`src/rtl/bus_arbiter.sv`:
```
module bus_arbiter #(
  parameter int N_MST       = 4,
  parameter bit ROUND_ROBIN = 1'b1,
  parameter int PARK_MST    = 0,
  parameter bit SPLIT_EN    = 1'b1
) (
  input  logic                                   clk,
  input  logic                                   rst_n,
  input  logic [N_MST-1:0]                       req,
  input  logic                                   ready,
  input  logic                                   split_resp,
  input  logic [N_MST-1:0]                       split_release,
  output logic [N_MST-1:0]                       grant,
  output logic [(N_MST > 1 ? $clog2(N_MST) : 1)-1:0] owner
);
  localparam int IW = (N_MST > 1) ? $clog2(N_MST) : 1;
  localparam logic [IW-1:0] PARK_IDX = IW'(PARK_MST);

  logic [N_MST-1:0] held_nxt;
  logic [N_MST-1:0] elig;
  logic [IW-1:0]    pick;
  logic             found;

  generate
    if (SPLIT_EN) begin : g_split
      logic [N_MST-1:0] held;
      logic [N_MST-1:0] set_bit;

      assign set_bit  = (ready && split_resp) ? (N_MST'(1) << owner) : '0;
      assign held_nxt = (held & ~split_release) | set_bit;

      always_ff @(posedge clk) begin
        if (!rst_n) held <= '0;
        else        held <= held_nxt;
      end


      split_excl_chk: assert property (@(posedge clk) disable iff (!rst_n)
        ($past(ready && split_resp) && $past(owner) != PARK_IDX) |-> owner != $past(owner));
    end else begin : g_nosplit
      logic unused_split;
      assign unused_split = split_resp ^ (^split_release);
      assign held_nxt = '0;
    end
  endgenerate

  assign elig = req & ~held_nxt;

  always_comb begin
    pick  = PARK_IDX;
    found = 1'b0;
    if (ROUND_ROBIN) begin
      for (int k = 1; k <= N_MST; k++) begin
        if (!found && elig[(int'(owner) + k) % N_MST]) begin
          pick  = IW'((int'(owner) + k) % N_MST);
          found = 1'b1;
        end
      end
    end else begin
      for (int i = 0; i < N_MST; i++) begin
        if (elig[i]) pick = IW'(i);
      end
    end
  end

  always_ff @(posedge clk) begin
    if (!rst_n) begin
      owner <= PARK_IDX;
      grant <= N_MST'(1) << PARK_IDX;
    end else if (ready) begin
      owner <= pick;
      grant <= N_MST'(1) << pick;
    end
  end


  grant_onehot_chk: assert property (@(posedge clk) disable iff (!rst_n)
    $onehot0(grant) && grant[owner]);


  hold_grant_chk: assert property (@(posedge clk) disable iff (!rst_n)
    !$past(ready) |-> ($stable(grant) && $stable(owner)));


  idle_park_chk: assert property (@(posedge clk) disable iff (!rst_n)
    ($past(ready) && $past(req) == '0) |-> owner == PARK_IDX);
endmodule

```
`config.mk`:
```
export PLATFORM = sky130hd
export DESIGN_NAME = bus_arbiter
export DESIGN_NICKNAME = d
export VERILOG_FILES = /design/src/rtl/bus_arbiter.sv
export SDC_FILE = /design/constraint.sdc
export NUM_CORES = 1
export LEC_CHECK = 0
export CORE_MARGIN = 2
export CORE_UTILIZATION = 43
export CTS_CLUSTER_SIZE = 24
export DETAILED_ROUTE_END_ITERATION = 10
export PLACE_DENSITY = 0.73
export RECOVER_POWER = 25
export SLEW_MARGIN = 20
export SYNTH_ARGS = -nofsm -noshare
export SYNTH_HDL_FRONTEND = slang
export SYNTH_SLANG_ARGS = --single-unit
```
`constraint.sdc`:
```
create_clock -name clk -period 2 [get_ports clk]
set_input_delay 0.6 -clock clk [delete_from_list [all_inputs] [get_ports clk]]
set_output_delay 0.6 -clock clk [all_outputs]
set_load 0.03 [all_outputs]
```
==> flow_summary.json, run 1 <==
{
  "slowest_delay_ns": 0.37,
  "period_share": 1.03,
  "synth_area_leaders": "dfxtp_1 (27%), nand3_1 (8.6%), ha_1 (6.6%)",
  "max_freq_ghz": 0.486,
  "synth_cell_types": 39,
  "critPathLaunch": "owner[1]",
  "cts.clk_slew.worst_paths_ns": 0.07,
  "clockBufferDepth": 2,
  "insertion_delay_ns": 0.26,
  "outcome": "finished with violations",
  "drv_cap": 0,
  "grt_pass1_vias": 836,
  "power.ir.vdd_worst_v": 0.000614,
  "critical_path_class": "reg -> reg",
  "initial_utilization": 0.446,
  "cts_hold_buffers": 0,
  "htree_levels": 1,
  "synth_ff_type": "dfxtp_1",
  "antenna_found_initial": 0,
  "ys_warn_count": 0,
  "dp_hpwl_um": 1630,
  "fin_worst_skew_ns": 0.000279,
  "crit_chain": "inv_6, ha_4, nand3_4, buf_4, and4_2, a311oi_2, nand3_2, a31oi_4, o221a_1",
  "drt_iter0_markers": 39,
  "rsz0062_at_grt": "yes",
  "port_buffers": 17,
  "die_h_um": 45.9,
  "cts-root-buf": "clkbuf_4",
  "syn_area_per_cell_sq_um": 8.76,
  "synth_top_area_frac": 0.266,
  "power_density_nw_per_um2": 584,
  "nFillCells": 103,
  "drive_gt1_frac": 0.542,
  "hp-class": "reg -> reg",
  "period_minus_slack_ns": 2.06,
  "setup_ws_ns": -0.0587,
  "cpMaxStageDelayCell": "dfxtp_4",
  "die-area_sq_um": 2100,
  "final_nets": 148,
  "synthArstFlopShare": 0,
  "rows": 15,
  "netlist_top_cells_count": "nand3_1 (13), dfxtp_1 (10), a21boi_0 (5), nand2_1 (5)",
  "synth_area_sq_um": 753,
  "core_sq_um": 1690,
  "failed_checks": "setup timing",
  "finalMaxSlewViolations": 0,
  "synth_edf_count": 0,
  "setup_viol": 4,
  "place_congestion": 0.922,
  "arrival_ns": 2.27,
  "drt-vias-per-instance": 6.18,
  "cts_inserted_buffers": 3,
  "leakage_nw": 0.579,
  "grt-ovfl-total": 0,
  "area_growth_pct": 81.4,
  "synthCells": 86,
  "worst_r2r_startpoint": "owner[1]",
  "ios": 18,
  "grt_max_degree": 10,
  "via_count": 914,
  "n_antenna_cell": 0,
  "slew-limit-headroom": 0.721,
  "place_ws_ns": -0.769,
  "ys_seq_elements": 10,
  "worst_pin_slew_ns": 0.418,
  "post-synth-top-count-cell": "nand3_1",
  "synth_fp_nets": 102,
  "drc_errors": 0,
  "synth_area_leader_cell": "dfxtp_1",
  "ant_nets": 0,
  "grt_first_pass_wirelength_um": 3710,
  "finalHoldViolations": 0,
  "track_usage": 0.246,
  "crit_required_ns": 2.21,
  "yosysSeqAreaShare": 0.266,
  "wl_um": 2620,
  "rrSetupSlack_ns": -0.06,
  "wl_per_cell_um": 17.7,
  "end_kind": "register",
  "worstHoldStart": "grant[0]",
  "final_util": 0.809,
  "cts_sinks": 10,
  "first_pass_iters": 4,
  "design_power_total_w": 0.000798,
  "cp_max_fo": 4,
  "worstSetupStartpointType": "register",
  "cts_tree": "yes",
  "fp.dieW_um": 45.9
}
==> flip-flops by register name, summed over array words and instances, names as in the netlist <==
register,count
g_split.held,4
owner,2
grant,4
==> metrics by stage <==
step | cell area [sq um] | hold slack (ns) | cells | TNS, ns
after detailed placement | 1080 | 0.480 | 135 | -4.14
final | 1370 | 0.499 | 148 | -0.181
after global placement | 1080 | 0.472 | 135 | -3.95
after floorplan | 782 | 0.488 | 86 | -0.152
after CTS | 1290 | 0.498 | 143 | -0.0581
after global routing | 1370 | 0.550 | 148 | -0.495
==> kinds of logic after synthesis <==
kind of cell / after synthesis / synth area share
AOI/OAI and AO/OA: 29 / 0.336
adders and majority gates: 4 / 0.0664
buffers and inverters: 7 / 0.0465
DFF: 10 / 0.266
and+or+nand+nor: 36 / 0.286
==> area by class of cell <==
class / instances / area (sq um) / area share
Clock buffer: 3 / 22.5 / 0.0165
Clock inverter: 1 / 3.75 / 0.00275
Inverter: 4 / 22.5 / 0.0165
Multi-Input combinational cell: 69 / 729 / 0.534
Sequential cell: 10 / 208 / 0.152
Tap cell: 17 / 21.3 / 0.0156
Timing Repair Buffer: 44 / 359 / 0.263
==> worst max-delay path, delay by kind of cell, from the launching register on <==
kind	cells	cell delay [ns]
AO/OA/AOI/OAI	3	0.77
AND/OR/NAND/NOR	3	0.49
flip-flops	1	0.37
buffers and inverters	2	0.23
adder cells (fa/ha/maj)	1	0.14
==> placed cells by master (no fill, tap or decap), types with 2 or more instances in the layout <==
cell type         n
a21boi_0          5
a21oi_1           2
a31oi_1           2
and3_1            2
and3_4            2
buf_2             2
buf_4            25
clkbuf_4          3
clkdlybuf4s50_1   4
dfxtp_1           8
dfxtp_4           2
dlygate4sd2_1     7
dlymetal6s2s_1    2
ha_2              2
ha_4              2
inv_1             2
nand2_1           5
nand2b_4          4
nand3_1           4
nand3_2           5
nand3_4           5
nand4_1           2
o311ai_2          2
==> power breakdown <==
part           leakage, nW  switching (W)  internal (W)
logic                0.480       0.000215      0.000206
clock network       0.0154      0.0000699     0.0000721
registers           0.0833      0.0000177      0.000218
==> final timing paths <==
check | end | depth (start not counted)
worst max-delay path | grant[3] | 9
worst min-delay path | grant[0] | 2
worst max register to register | grant[3] | 9
worst min register to register | grant[0] | 2
==> what timing repair did <==
action	in CTS	in global routing
setup buffers	5	5
setup endpoints to repair	8	6
resized for setup	47	12
cloned	0	0
pin swaps	18	19
==> layer usage <==
| layer | vias up | routed length, um | track usage |
|---|---|---|---|
| met5 | - | 0 | 0 |
| met4 | 0 | 34 | 0.0171 |
| met3 | 4 | 183 | 0.0595 |
| met2 | 40 | 1310 | 0.422 |
| met1 | 438 | 1090 | 0.321 |
| li1 | 432 | - | - |
Note: power is estimated with default switching activity, not from simulation.
==> inputs of run 2 (changes only) <==
--- a/config.mk
+++ b/config.mk
@@ -6,10 +6,10 @@
 export NUM_CORES = 1
 export LEC_CHECK = 0
 export CORE_MARGIN = 2
-export CORE_UTILIZATION = 43
+export CORE_UTILIZATION = 51
 export CTS_CLUSTER_SIZE = 24
 export DETAILED_ROUTE_END_ITERATION = 10
-export PLACE_DENSITY = 0.73
+export PLACE_DENSITY = 0.82
 export RECOVER_POWER = 25
 export SLEW_MARGIN = 20
 export SYNTH_ARGS = -nofsm -noshare
==> constraint.sdc (replaced) <==
create_clock -name clk -period 2.44 [get_ports clk]
set_input_delay 0.732 -clock clk [delete_from_list [all_inputs] [get_ports clk]]
set_output_delay 0.732 -clock clk [all_outputs]
set_load 0.03 [all_outputs]
==> run 2 against run 1 <==
The run now ends clean. Wire length fell by 9.7%. Clock-buffer cell count stayed put. Largest power group unchanged. Cell area down 19%.
==> flow_summary.json, run 2 (synthesized netlist as in run 1, its figures left out) <==
{
  "cpMaxStageDelayCell": "clkdlybuf4s50_1",
  "grt_max_degree": 9,
  "max_freq_ghz": 0.429,
  "setup_ws_ns": 0.111,
  "cts.clk_slew.worst_paths_ns": 0.07,
  "dp_hpwl_um": 1680,
  "gr-usage-met3": 0.0862,
  "largestRegisters": "g_split.held (4), grant (4), owner (2)",
  "wl_per_cell_um": 17.6,
  "cts_sinks": 10,
  "period_minus_slack_ns": 2.33,
  "cts_hold_buffers": 0,
  "fin_worst_skew_ns": 0.0149,
  "worst_r2r_startpoint": "owner[1]",
  "via_count": 861,
  "die_h_um": 42.4,
  "p_clk_frac": 0.193,
  "leakage_nw": 0.452,
  "whs_path_depth": 2,
  "die-area_sq_um": 1800,
  "worst_pin_slew_ns": 0.317,
  "slowest_delay_ns": 0.40,
  "p_int_w": 0.000362,
  "antenna_found_initial": 0,
  "design_power_total_w": 0.000575,
  "fp.dieW_um": 42.4,
  "clockBufferDepth": 2,
  "netSwitchingPower_w": 0.000213,
  "period_share": 0.954,
  "drc_errors": 0,
  "power.ir.vdd_worst_v": 0.000445,
  "drive_gt1_frac": 0.286,
  "combPwrFrac": 0.485,
  "grt_busiest_layer": "met2",
  "insertion_delay_ns": 0.27,
  "nFillCells": 83,
  "rrSetupSlack_ns": 0.27,
  "final_nets": 137,
  "finalHoldViolations": 0,
  "setup_viol": 0,
  "critical_path_class": "in -> reg",
  "crit_chain": "clkdlybuf4s50_1, nand2b_1, and3_1, or3_1, a211oi_2, a31oi_4, o2111a_1",
  "postCtsSetupRepairBufs": 0,
  "port_buffers": 17,
  "rsz0062_at_grt": "no",
  "n_antenna_cell": 0,
  "place_congestion": 1.02,
  "seqPwrFrac": 0.322,
  "design_area_sq_um": 1110,
  "arrival_ns": 2.48,
  "ant_nets": 0,
  "wl_um": 2370,
  "drt-vias-per-instance": 6.43,
  "grt_util_met2": 0.471,
  "p_sw_frac": 0.371,
  "cts_tree": "yes",
  "grt_pass1_vias": 856,
  "final_util": 0.832,
  "layout_common_cells": "clkdlybuf4s50_1 (14), buf_4 (14), dfxtp_1 (10)",
  "r2r_end": "grant[2]",
  "first_pass_iters": 4,
  "htree_levels": 1,
  "critPathLaunch": "split_release[1]",
  "area_growth_pct": 47.3,
  "end_kind": "register",
  "power_density_nw_per_um2": 518,
  "cts_inserted_buffers": 3,
  "grt-ovfl-total": 0,
  "core_sq_um": 1330,
  "place_ws_ns": -0.443,
  "worstSetupStartpointType": "input pin",
  "initial_utilization": 0.565,
  "track_usage": 0.281,
  "hp-class": "reg -> reg",
  "rows": 13,
  "cp_max_fo": 4,
  "ff2ff_path_depth": 8,
  "grt_first_pass_wirelength_um": 3880,
  "outcome": "completed",
  "dpl_cell_area_sq_um": 1040,
  "grt_use_met1": 0.345,
  "drt_iter0_markers": 27,
  "drv_cap": 0,
  "slew-limit-headroom": 0.786,
  "worstSetupEndpoint": "grant[2]",
  "ios": 18,
  "finalMaxSlewViolations": 0,
  "cts-root-buf": "clkbuf_4",
  "crit_required_ns": 2.59
}
## run 2: changes by cell type in the layout (fill, tap and decap cells not counted), moves of 3 or more
cell	change
nand3_1	+5
ha_1	+4
nand2b_4	-4
nand3_4	-4
dlygate4sd2_1	-5
buf_4	-11
clkdlybuf4s50_1	+10
nand2b_1	+3
## run 2: final cells by class
cell class                      instances  area [sq um]  share of cell area
Sequential cell                        10           200               0.180
Timing Repair Buffer                   33           284               0.256
Multi-Input combinational cell         69           569               0.513
Inverter                                4          15.0              0.0135
Clock buffer                            3          22.5              0.0203
Tap cell                               15          18.8              0.0169
## run 2: power by group through the flow
stage	clock network, W	registers [W]	logic (W)
after global routing	0.000119	0.000187	0.000298
final	0.000111	0.000185	0.000279
after detailed placement	0	0.000189	0.000250
after global placement	0	0.000188	0.000245
after CTS	0.000113	0.000185	0.000258
after floorplan	0	0.000215	0.000123
## run 2: metal layers
metal | up-vias | routed length [um]
met5 | - | 0
met4 | 0 | 52
met3 | 10 | 230
met2 | 53 | 1150
met1 | 393 | 930
li1 | 405 | -
## run 2: worst min path at each step
stage | startpoint | endpoint | slack (ns)
detailed placement | grant[0] | grant[0] | 0.48
global route | grant[0] | grant[0] | 0.55
finish | grant[0] | grant[0] | 0.50
global placement | grant[0] | grant[0] | 0.47
CTS | grant[0] | grant[0] | 0.50
floorplan | g_split.held[0] | g_split.held[0] | 0.47
## run 2: worst max-delay path: cells and delay by family
kind                   cells  cell delay, ns
and+or+nand+nor            3            0.71
buffers and inverters      1            0.40
AOI/OAI and AO/OA          3            0.63
## run 2: metrics by stage
stage / setup TNS (ns) / cells / hold slack [ns]
finish: 0 / 134 / 0.502
global route: 0 / 134 / 0.548
CTS: 0 / 134 / 0.499
detailed placement: -2.46 / 131 / 0.482
global placement: -1.89 / 131 / 0.471
floorplan: 0 / 86 / 0.466
## run 2: timing repair
action / in CTS / in global routing
pin swaps: 0 / 3
gates resized for setup: 8 / 4
setup endpoints to repair: 6 / 5
==> inputs of run 3 (changes only) <==
--- a/config.mk
+++ b/config.mk
@@ -7,7 +7,7 @@
 export LEC_CHECK = 0
 export CORE_MARGIN = 2
 export CORE_UTILIZATION = 51
-export CTS_CLUSTER_SIZE = 24
+export CTS_CLUSTER_SIZE = 40
 export DETAILED_ROUTE_END_ITERATION = 10
 export PLACE_DENSITY = 0.82
 export RECOVER_POWER = 25
==> results of run 3 <==
The final DEF is identical to that of run 2; final timing and power are the same.
